[src/rtl/nand_pf_pkg.sv]
package nand_pf_pkg;
  localparam int unsigned PF_DEPTH = 64;
  localparam int unsigned PF_CNT_W = 14;

  typedef enum logic [2:0] {
    A_CFG  = 3'd0,
    A_TCNT = 3'd1,
    A_CTRL = 3'd2,
    A_STAT = 3'd3,
    A_ISR  = 3'd4,
    A_IER  = 3'd5
  } reg_addr_e;

  localparam logic [31:0] CFG_MASK  = 32'h7F8F_7FBF;
  localparam logic [31:0] CFG_RESET = 32'h0000_4000;
  localparam logic [15:0] IER_MASK  = 16'h0F03;
endpackage

[src/rtl/pf_fifo.sv]
module pf_fifo #(
  parameter int unsigned DEPTH = 64,
  localparam int unsigned AW = $clog2(DEPTH)
) (
  input  logic        clk_i,
  input  logic        rst_ni,
  input  logic        clear_i,
  input  logic        push_i,
  input  logic        push_wide_i,
  input  logic [15:0] push_data_i,
  input  logic        pop_i,
  output logic [7:0]  rd_data_o
);
  logic [7:0]    mem [DEPTH];
  logic [AW-1:0] wr_idx_q, rd_idx_q;

  always_ff @(posedge clk_i or negedge rst_ni) begin
    if (!rst_ni) begin
      wr_idx_q <= '0;
      rd_idx_q <= '0;
    end else if (clear_i) begin
      wr_idx_q <= '0;
      rd_idx_q <= '0;
    end else begin
      if (push_i) wr_idx_q <= wr_idx_q + (push_wide_i ? AW'(2) : AW'(1));
      if (pop_i)  rd_idx_q <= rd_idx_q + AW'(1);
    end
  end

  always_ff @(posedge clk_i) begin
    if (push_i && !clear_i) begin
      mem[wr_idx_q] <= push_data_i[7:0];
      if (push_wide_i) mem[wr_idx_q + AW'(1)] <= push_data_i[15:8];
    end
  end

  assign rd_data_o = mem[rd_idx_q];
endmodule

[src/rtl/pf_irq.sv]
module pf_irq
  import nand_pf_pkg::*;
(
  input  logic        clk_i,
  input  logic        rst_ni,
  input  logic        set_thr_i,
  input  logic        set_done_i,
  input  logic        clr_we_i,
  input  logic        en_we_i,
  input  logic [15:0] wdata_i,
  output logic [15:0] status_o,
  output logic [15:0] enable_o,
  output logic        irq_o
);
  logic [1:0]  st_q;
  logic [15:0] en_q;

  always_ff @(posedge clk_i or negedge rst_ni) begin
    if (!rst_ni) begin
      st_q <= '0;
      en_q <= '0;
    end else begin
      // set wins over a same-cycle clear
      st_q[0] <= set_thr_i  | (st_q[0] & ~(clr_we_i & wdata_i[0]));
      st_q[1] <= set_done_i | (st_q[1] & ~(clr_we_i & wdata_i[1]));
      if (en_we_i) en_q <= wdata_i & IER_MASK;
    end
  end

  assign status_o = {14'd0, st_q};
  assign enable_o = en_q;
  assign irq_o    = |(status_o & en_q);

  p_w1c_r12: assert property (@(posedge clk_i) disable iff (!rst_ni)
    (clr_we_i && wdata_i[1] && !set_done_i) |=> !status_o[1]);
endmodule

[src/rtl/nand_pf_engine.sv]
module nand_pf_engine
  import nand_pf_pkg::*;
#(
  parameter int unsigned DEPTH = PF_DEPTH,
  parameter int unsigned CNT_W = PF_CNT_W,
  localparam int unsigned PTR_W = $clog2(DEPTH) + 1
) (
  input  logic        clk_i,
  input  logic        rst_ni,
  input  logic        reg_we_i,
  input  logic [2:0]  reg_addr_i,
  input  logic [31:0] reg_wdata_i,
  output logic [31:0] reg_rdata_o,
  input  logic        fifo_rd_i,
  output logic [7:0]  fifo_rdata_o,
  input  logic        fifo_wr_i,
  input  logic [7:0]  fifo_wdata_i,
  input  logic        dev_wide_i,
  output logic        dev_rd_o,
  input  logic [15:0] dev_rdata_i,
  output logic        dev_wr_o,
  output logic [15:0] dev_wdata_o,
  output logic        route_en_o,
  output logic [2:0]  route_cs_o,
  output logic        irq_o,
  output logic        dma_req_o
);
  localparam logic [PTR_W-1:0] FULL = PTR_W'(DEPTH);

  logic [31:0]       cfg_q;
  logic [CNT_W-1:0]  tcnt_q, remain_q, remain_n;
  logic              running_q, filling_q, fill_pend_q, dma_q, dev_wr_q;
  logic [PTR_W-1:0]  ptr_q, ptr_n, fill_left_q, step, room, calc_raw, calc;
  logic [7:0]        held_q, fifo_byte;
  logic [15:0]       dev_wdata_q, isr, ier;

  logic dir_post, dma_en, wide;
  logic [6:0] thr;
  reg_addr_e addr;
  logic cfg_we, tc_we, ctrl_we, isr_we, ier_we, start, stop, active;
  logic push, pop, trig, fill_last, finish;
  logic post_wr, post_dev, post_done, fill_done, done, thr_hit;

  assign addr     = reg_addr_e'(reg_addr_i);
  assign dir_post = cfg_q[0];
  assign dma_en   = cfg_q[2];
  assign thr      = cfg_q[14:8];
  assign wide     = dev_wide_i;

  assign cfg_we  = reg_we_i && addr == A_CFG  && !running_q;
  assign tc_we   = reg_we_i && addr == A_TCNT && !running_q;
  assign ctrl_we = reg_we_i && addr == A_CTRL;
  assign isr_we  = reg_we_i && addr == A_ISR;
  assign ier_we  = reg_we_i && addr == A_IER;
  assign start   = ctrl_we &&  reg_wdata_i[0] && !running_q;
  assign stop    = ctrl_we && !reg_wdata_i[0] &&  running_q;
  assign active  = !start && !stop;

  always_comb begin
    step     = wide ? PTR_W'(2) : PTR_W'(1);
    room     = FULL - ptr_q;
    calc_raw = (CNT_W'(room) > remain_q) ? remain_q[PTR_W-1:0] : room;
    calc     = wide ? {calc_raw[PTR_W-1:1], 1'b0} : calc_raw;
    push     = filling_q;
    pop      = fifo_rd_i && !dir_post && ptr_q != '0;
    trig     = pop && (ptr_q - PTR_W'(1) == FULL - PTR_W'(thr));
    fill_last = filling_q && fill_left_q == step;
    finish   = fill_last || (fill_pend_q && !filling_q && calc == '0);
    ptr_n    = ptr_q + (push ? step : '0) - (pop ? PTR_W'(1) : '0);
    remain_n = remain_q - (push ? CNT_W'(step) : '0);
    post_wr  = fifo_wr_i && dir_post && remain_q != '0;
    post_dev = post_wr && (!wide || ptr_q != FULL);
    post_done = post_dev && remain_q == CNT_W'(1);
    fill_done = finish && running_q && remain_n == '0;
    done     = active && (post_done || fill_done);
    thr_hit  = ptr_q >= PTR_W'(thr);
  end

  always_ff @(posedge clk_i or negedge rst_ni) begin
    if (!rst_ni) begin
      cfg_q       <= CFG_RESET;
      tcnt_q      <= '0;
      remain_q    <= '0;
      running_q   <= 1'b0;
      filling_q   <= 1'b0;
      fill_pend_q <= 1'b0;
      fill_left_q <= '0;
      ptr_q       <= '0;
      dma_q       <= 1'b0;
      dev_wr_q    <= 1'b0;
      dev_wdata_q <= '0;
      held_q      <= '0;
    end else begin
      dev_wr_q <= 1'b0;
      if (cfg_we) cfg_q  <= reg_wdata_i & CFG_MASK;
      if (tc_we)  tcnt_q <= reg_wdata_i[CNT_W-1:0];
      if (start) begin
        running_q   <= 1'b1;
        remain_q    <= tcnt_q;
        filling_q   <= 1'b0;
        fill_left_q <= '0;
        dma_q       <= 1'b0;
        ptr_q       <= dir_post ? FULL : '0;
        fill_pend_q <= !dir_post;
      end else if (stop) begin
        running_q   <= 1'b0;
        remain_q    <= '0;
        filling_q   <= 1'b0;
        fill_pend_q <= 1'b0;
        fill_left_q <= '0;
      end else begin
        if (post_wr) begin
          if (!post_dev) begin
            held_q <= fifo_wdata_i;
            ptr_q  <= FULL - PTR_W'(1);
          end else begin
            dev_wr_q    <= 1'b1;
            dev_wdata_q <= wide ? {fifo_wdata_i, held_q} : {8'h00, fifo_wdata_i};
            remain_q    <= remain_q - CNT_W'(1);
            if (wide) ptr_q <= FULL;
          end
        end else begin
          ptr_q    <= ptr_n;
          remain_q <= remain_n;
        end
        if (filling_q) begin
          fill_left_q <= fill_left_q - step;
          if (fill_last) filling_q <= 1'b0;
        end else if (fill_pend_q) begin
          fill_pend_q <= 1'b0;
          if (calc != '0) begin
            filling_q   <= 1'b1;
            fill_left_q <= calc;
          end
        end
        if (finish) dma_q <= dma_en && ptr_n != '0;
        if (done)   running_q <= 1'b0;
        if (trig) begin
          fill_pend_q <= 1'b1;
          dma_q       <= 1'b0;
        end
      end
    end
  end

  pf_fifo #(.DEPTH(DEPTH)) u_fifo (
    .clk_i       (clk_i),
    .rst_ni      (rst_ni),
    .clear_i     (start),
    .push_i      (push),
    .push_wide_i (wide),
    .push_data_i (dev_rdata_i),
    .pop_i       (pop),
    .rd_data_o   (fifo_byte)
  );

  pf_irq u_irq (
    .clk_i      (clk_i),
    .rst_ni     (rst_ni),
    .set_thr_i  (thr_hit),
    .set_done_i (done),
    .clr_we_i   (isr_we),
    .en_we_i    (ier_we),
    .wdata_i    (reg_wdata_i[15:0]),
    .status_o   (isr),
    .enable_o   (ier),
    .irq_o      (irq_o)
  );

  always_comb begin
    unique case (addr)
      A_CFG:   reg_rdata_o = cfg_q;
      A_TCNT:  reg_rdata_o = 32'(tcnt_q);
      A_CTRL:  reg_rdata_o = {31'd0, running_q};
      A_STAT:  reg_rdata_o = {8'(ptr_q), 7'd0, thr_hit, 16'(remain_q)};
      A_ISR:   reg_rdata_o = {16'd0, isr};
      A_IER:   reg_rdata_o = {16'd0, ier};
      default: reg_rdata_o = '0;
    endcase
  end

  assign fifo_rdata_o = dir_post ? 8'h00 : fifo_byte;
  assign dev_rd_o     = filling_q;
  assign dev_wr_o     = dev_wr_q;
  assign dev_wdata_o  = dev_wdata_q;
  assign dma_req_o    = dma_q;
  assign route_en_o   = cfg_q[7];
  assign route_cs_o   = cfg_q[26:24];

  p_ptr_bound_r6: assert property (@(posedge clk_i) disable iff (!rst_ni)
    ptr_q <= FULL);
  p_cfg_hold_r3: assert property (@(posedge clk_i) disable iff (!rst_ni)
    (running_q && reg_we_i && addr == A_CFG) |=> $stable(cfg_q));
  p_even_fill_r5: assert property (@(posedge clk_i) disable iff (!rst_ni)
    (filling_q && wide) |-> !fill_left_q[0]);
  p_stop_quiet_r13: assert property (@(posedge clk_i) disable iff (!rst_ni)
    stop |=> (!running_q && remain_q == '0));
  p_start_load_r4: assert property (@(posedge clk_i) disable iff (!rst_ni)
    start |=> (running_q && remain_q == $past(tcnt_q)));
  p_empty_read_r6: assert property (@(posedge clk_i) disable iff (!rst_ni)
    (fifo_rd_i && ptr_q == '0 && !filling_q && active) |=> ptr_q == '0);
endmodule

[config.mk]
export PLATFORM = sky130hd
export DESIGN_NAME = nand_pf_engine
export DESIGN_NICKNAME = d
export VERILOG_FILES = /design/src/rtl/nand_pf_pkg.sv /design/src/rtl/pf_fifo.sv /design/src/rtl/pf_irq.sv /design/src/rtl/nand_pf_engine.sv
export SDC_FILE = /design/constraint.sdc
export NUM_CORES = 1
export LEC_CHECK = 0
export BUFFER_PORTS_ARGS = -buffer_cell sky130_fd_sc_hd__buf_4
export CAP_MARGIN = 20
export CORE_MARGIN = 2
export CORE_UTILIZATION = 40
export CTS_CLUSTER_SIZE = 20
export DETAILED_ROUTE_END_ITERATION = 7
export SLEW_MARGIN = 30
export SYNTH_ARGS = -nofsm -noshare
export SYNTH_HDL_FRONTEND = slang
export SYNTH_SLANG_ARGS = --single-unit
[constraint.sdc]
create_clock -name clk_i -period 5.2 [get_ports clk_i]
set_input_delay 0.78 -clock clk_i [delete_from_list [all_inputs] [get_ports clk_i]]
set_output_delay 0.78 -clock clk_i [all_outputs]
set_load 0.005 [all_outputs]
==> flow_metrics.env <==
export IMPL_postSynthAreaPerCell_um2=14.3
export IMPL_cp_start_kind="flop"
export IMPL_fin_tns_setup_ns=0
export IMPL_dieArea_mm2=0.0879
export IMPL_synth_top_area_frac=0.449
export IMPL_period_needed_ns=4.70
export IMPL_drt_total_wl_um=97000
export IMPL_worst_slew_pin_slew_ns=1.10
export IMPL_drtIter0Drc=2072
export IMPL_drcViolationCount=0
export IMPL_core_region_area_mm2=0.0850
export IMPL_p_clk_frac=0.270
export IMPL_grt_max_degree=79
export IMPL_fin_ws_ns=0.498
export IMPL_syn2layout_area_growth_pct=13.0
export IMPL_holdWs_ns=0.208
export IMPL_total_power_mw=19.2
export IMPL_setup_viol=0
export IMPL_hold_viol_final=0
export IMPL_crit_type="reg2out"
export IMPL_crit_family="multiplexers"
export IMPL_postRouteAntennaNets=0
export IMPL_tritoncts="yes"
export IMPL_cts_sinks=629
export IMPL_cp_slowest_cell="dfrtp_4"
export IMPL_final_nets=2529
export IMPL_grt_usage=0.222
export IMPL_grt_setup_unrepaired="no"
export IMPL_dp_hpwl_um=61700
export IMPL_fmax_mhz=213
export IMPL_layout_drive_gt1_share=0.421
export IMPL_placed_area_mm2=0.0362
export IMPL_post_cts_resized=0
export IMPL_yosys_top_cells_count="565 x mux2_2, 512 x edfxtp_1, 186 x clkbuf_1"
export IMPL_clock_root_buffer="clkbuf_16"
export IMPL_synthFlopType="edfxtp_1"
export IMPL_grt_pass1_vias=21902
export IMPL_utilization=0.455
export IMPL_path_buf_inv=2
export IMPL_path_clk_slew_ns=0.06
export IMPL_final_cells=3622
export IMPL_synth_most_common_cell="mux2_2"
export IMPL_crit_arrival_ns=3.92
export IMPL_combPwrFrac=0.371
export IMPL_stdcell_area_mm2=0.0387
export IMPL_fin_worst_skew_ns=0.0379
export IMPL_synthCells=2399
export IMPL_syn_cell_area_mm2=0.0342
export IMPL_h_tree_depth=3
export IMPL_p_int_mw=12.4
export IMPL_switchingPower_mw=6.81
export IMPL_die_h_um=296
export IMPL_ys_types=66
export IMPL_critPathMaxStageDelay_ns=0.85
export IMPL_synth_area_top_cells="edfxtp_1 45%, mux2_2 19%, mux4_2 11%"
export IMPL_numCtsBuffers=72
export IMPL_leakagePower_nw=13.3
export IMPL_grt_pass1_wl_um=145000
export IMPL_wl_per_cell_um=26.8
export IMPL_status="complete, no violations"
export IMPL_io_buffer_count=118
export IMPL_seq_area_frac_synth=0.535
export IMPL_sequentialPowerShare=0.359
export IMPL_swShare=0.354
export IMPL_clk_latency_ns=0.63
export IMPL_grt_antenna_before_repair=1
export IMPL_ys_warn_count=0
export IMPL_hp_class="in2async"
export IMPL_drv_slew=0
export IMPL_hold_buffers=0
export IMPL_place_congestion=0.871
export IMPL_start_util=0.403
export IMPL_rows=107
export IMPL_crit_required_ns=4.42
export IMPL_routed_via_density=5.91
export IMPL_slew_headroom=0.269
export IMPL_io_pins=129
export IMPL_path_common_cell="mux4_2"
export IMPL_clockBufferDepth=3
export IMPL_crit_path_end_kind="primary output"
export IMPL_finalCritPeriodShare=0.904
export IMPL_post_place_cells=3490
export IMPL_overflow=0
export IMPL_ir_drop_v=0.000345
export IMPL_cap_violations=0
export IMPL_yosysTopAreaCell="edfxtp_1"
export IMPL_ys_ff_latch=629
export IMPL_async_flop_share=0.186
export IMPL_synth_edf_count=512
export IMPL_dieWidth_um=296
export IMPL_pre_cts_slack_ns=0.854
export IMPL_p_per_area_mw_per_mm2=498
export IMPL_via_count=21420
export IMPL_post_cts_buffers=0
export IMPL_critPathMaxFanout=27
export IMPL_first_pass_iters=6
export IMPL_worstPathCellList="buf_4 -> mux4_2 -> mux4_2 -> mux4_2 -> nor2b_1 -> buf_4"
==> cell usage in the layout (no fill, tap or decap), types with 24 or more instances in the layout <==
cell,count
inv_1,49
clkbuf_16,72
dfrtp_1,113
nor2_1,93
o21ai_0,63
mux4_2,169
xnor2_1,33
mux2i_1,24
mux2_2,565
edfxtp_1,512
buf_4,174
a21oi_1,42
ha_1,40
o22ai_1,30
and2_1,27
nand3_1,32
nand2_1,131
==> worst register-to-register path: stages (launching register included) <==
cell and delay (ns):
dfrtp_1 0.49, inv_1 0.21, ha_1 0.26, nand2_1 0.11
xnor2_1 0.40, ha_1 0.34, nand4_1 0.14, nor2_1 0.07
or3_1 0.45, or4_1 0.56, o211a_2 0.19, o41ai_2 0.50
a21oi_1 0.12
==> power by group through the flow <==
stage,Clock (mW),Combinational (mW),Sequential [mW]
after floorplan,0,4.94,6.50
final,5.20,7.13,6.91
after CTS,5.27,7.11,6.91
after global routing,5.47,7.60,6.99
after global placement,0,6.94,6.98
after detailed placement,0,7.08,7.00
==> worst paths after layout <==
check                                                    start                        to  slack (ns)  cells past startpoint
worst min register to register           held_q[4]$_DFFE_PN0P_     held_q[4]$_DFFE_PN0P_        0.48                      2
worst max-delay path            u_fifo.rd_idx_q[0]$_DFFE_PN0P_           fifo_rdata_o[2]        0.50                      6
worst min-delay path                                    rst_ni      cfg_q[1]$_DFFE_PN0P_        0.21                      1
worst max register to register            ptr_q[0]$_DFFE_PN0P_     running_q$_DFFE_PN0P_        1.24                     12
min in group clk_i                             fifo_wdata_i[1]     held_q[1]$_DFFE_PN0P_        0.37                      3
max in group asynchronous                               rst_ni  remain_q[12]$_DFFE_PN0P_        3.96                      2
==> final cells by class <==
type,instances,area (um2)
Inverter,49,184
Clock buffer,89,1870
Clock inverter,42,531
Fill cell,7487,46400
Antenna cell,1,2.50
Tap cell,1144,1430
Sequential cell,629,18300
Timing Repair Buffer,181,1440
Multi-Input combinational cell,1487,14900
==> logic make-up (layout without fill, tap and decap cells) <==
| family | count (synthesis) | count (layout) | share of synthesized area |
|---|---|---|---|
| mux | 758 | 758 | 0.304 |
| xor+xnor | 45 | 45 | 0.0115 |
| compound gates | 242 | 242 | 0.0453 |
| fa+ha+maj | 44 | 44 | 0.0170 |
| flops | 629 | 629 | 0.535 |
| other cells | 1 | 6 | 0.000110 |
| simple gates | 393 | 393 | 0.0546 |
| buf+inv | 287 | 361 | 0.0324 |
==> metal layers <==
layer	wire, um	global-route usage	share of wire	vias to the layer above
li1	-	-	-	9295
met3	6000	0.0377	0.062	167
met1	41000	0.301	0.42	11193
met5	13	0	0.00013	-
met4	3460	0.0781	0.036	2
met2	46600	0.363	0.48	763
==> state kept, by name (all words and copies together), names as in the netlist, 7 cells and up <==
signal,cells
remain_q,14
cfg_q,26
fill_left_q,7
ptr_q,7
held_q,8
tcnt_q,14
u_fifo.mem,512
dev_wdata_o,16
No activity file was read; power rests on OpenSTA's default activity.
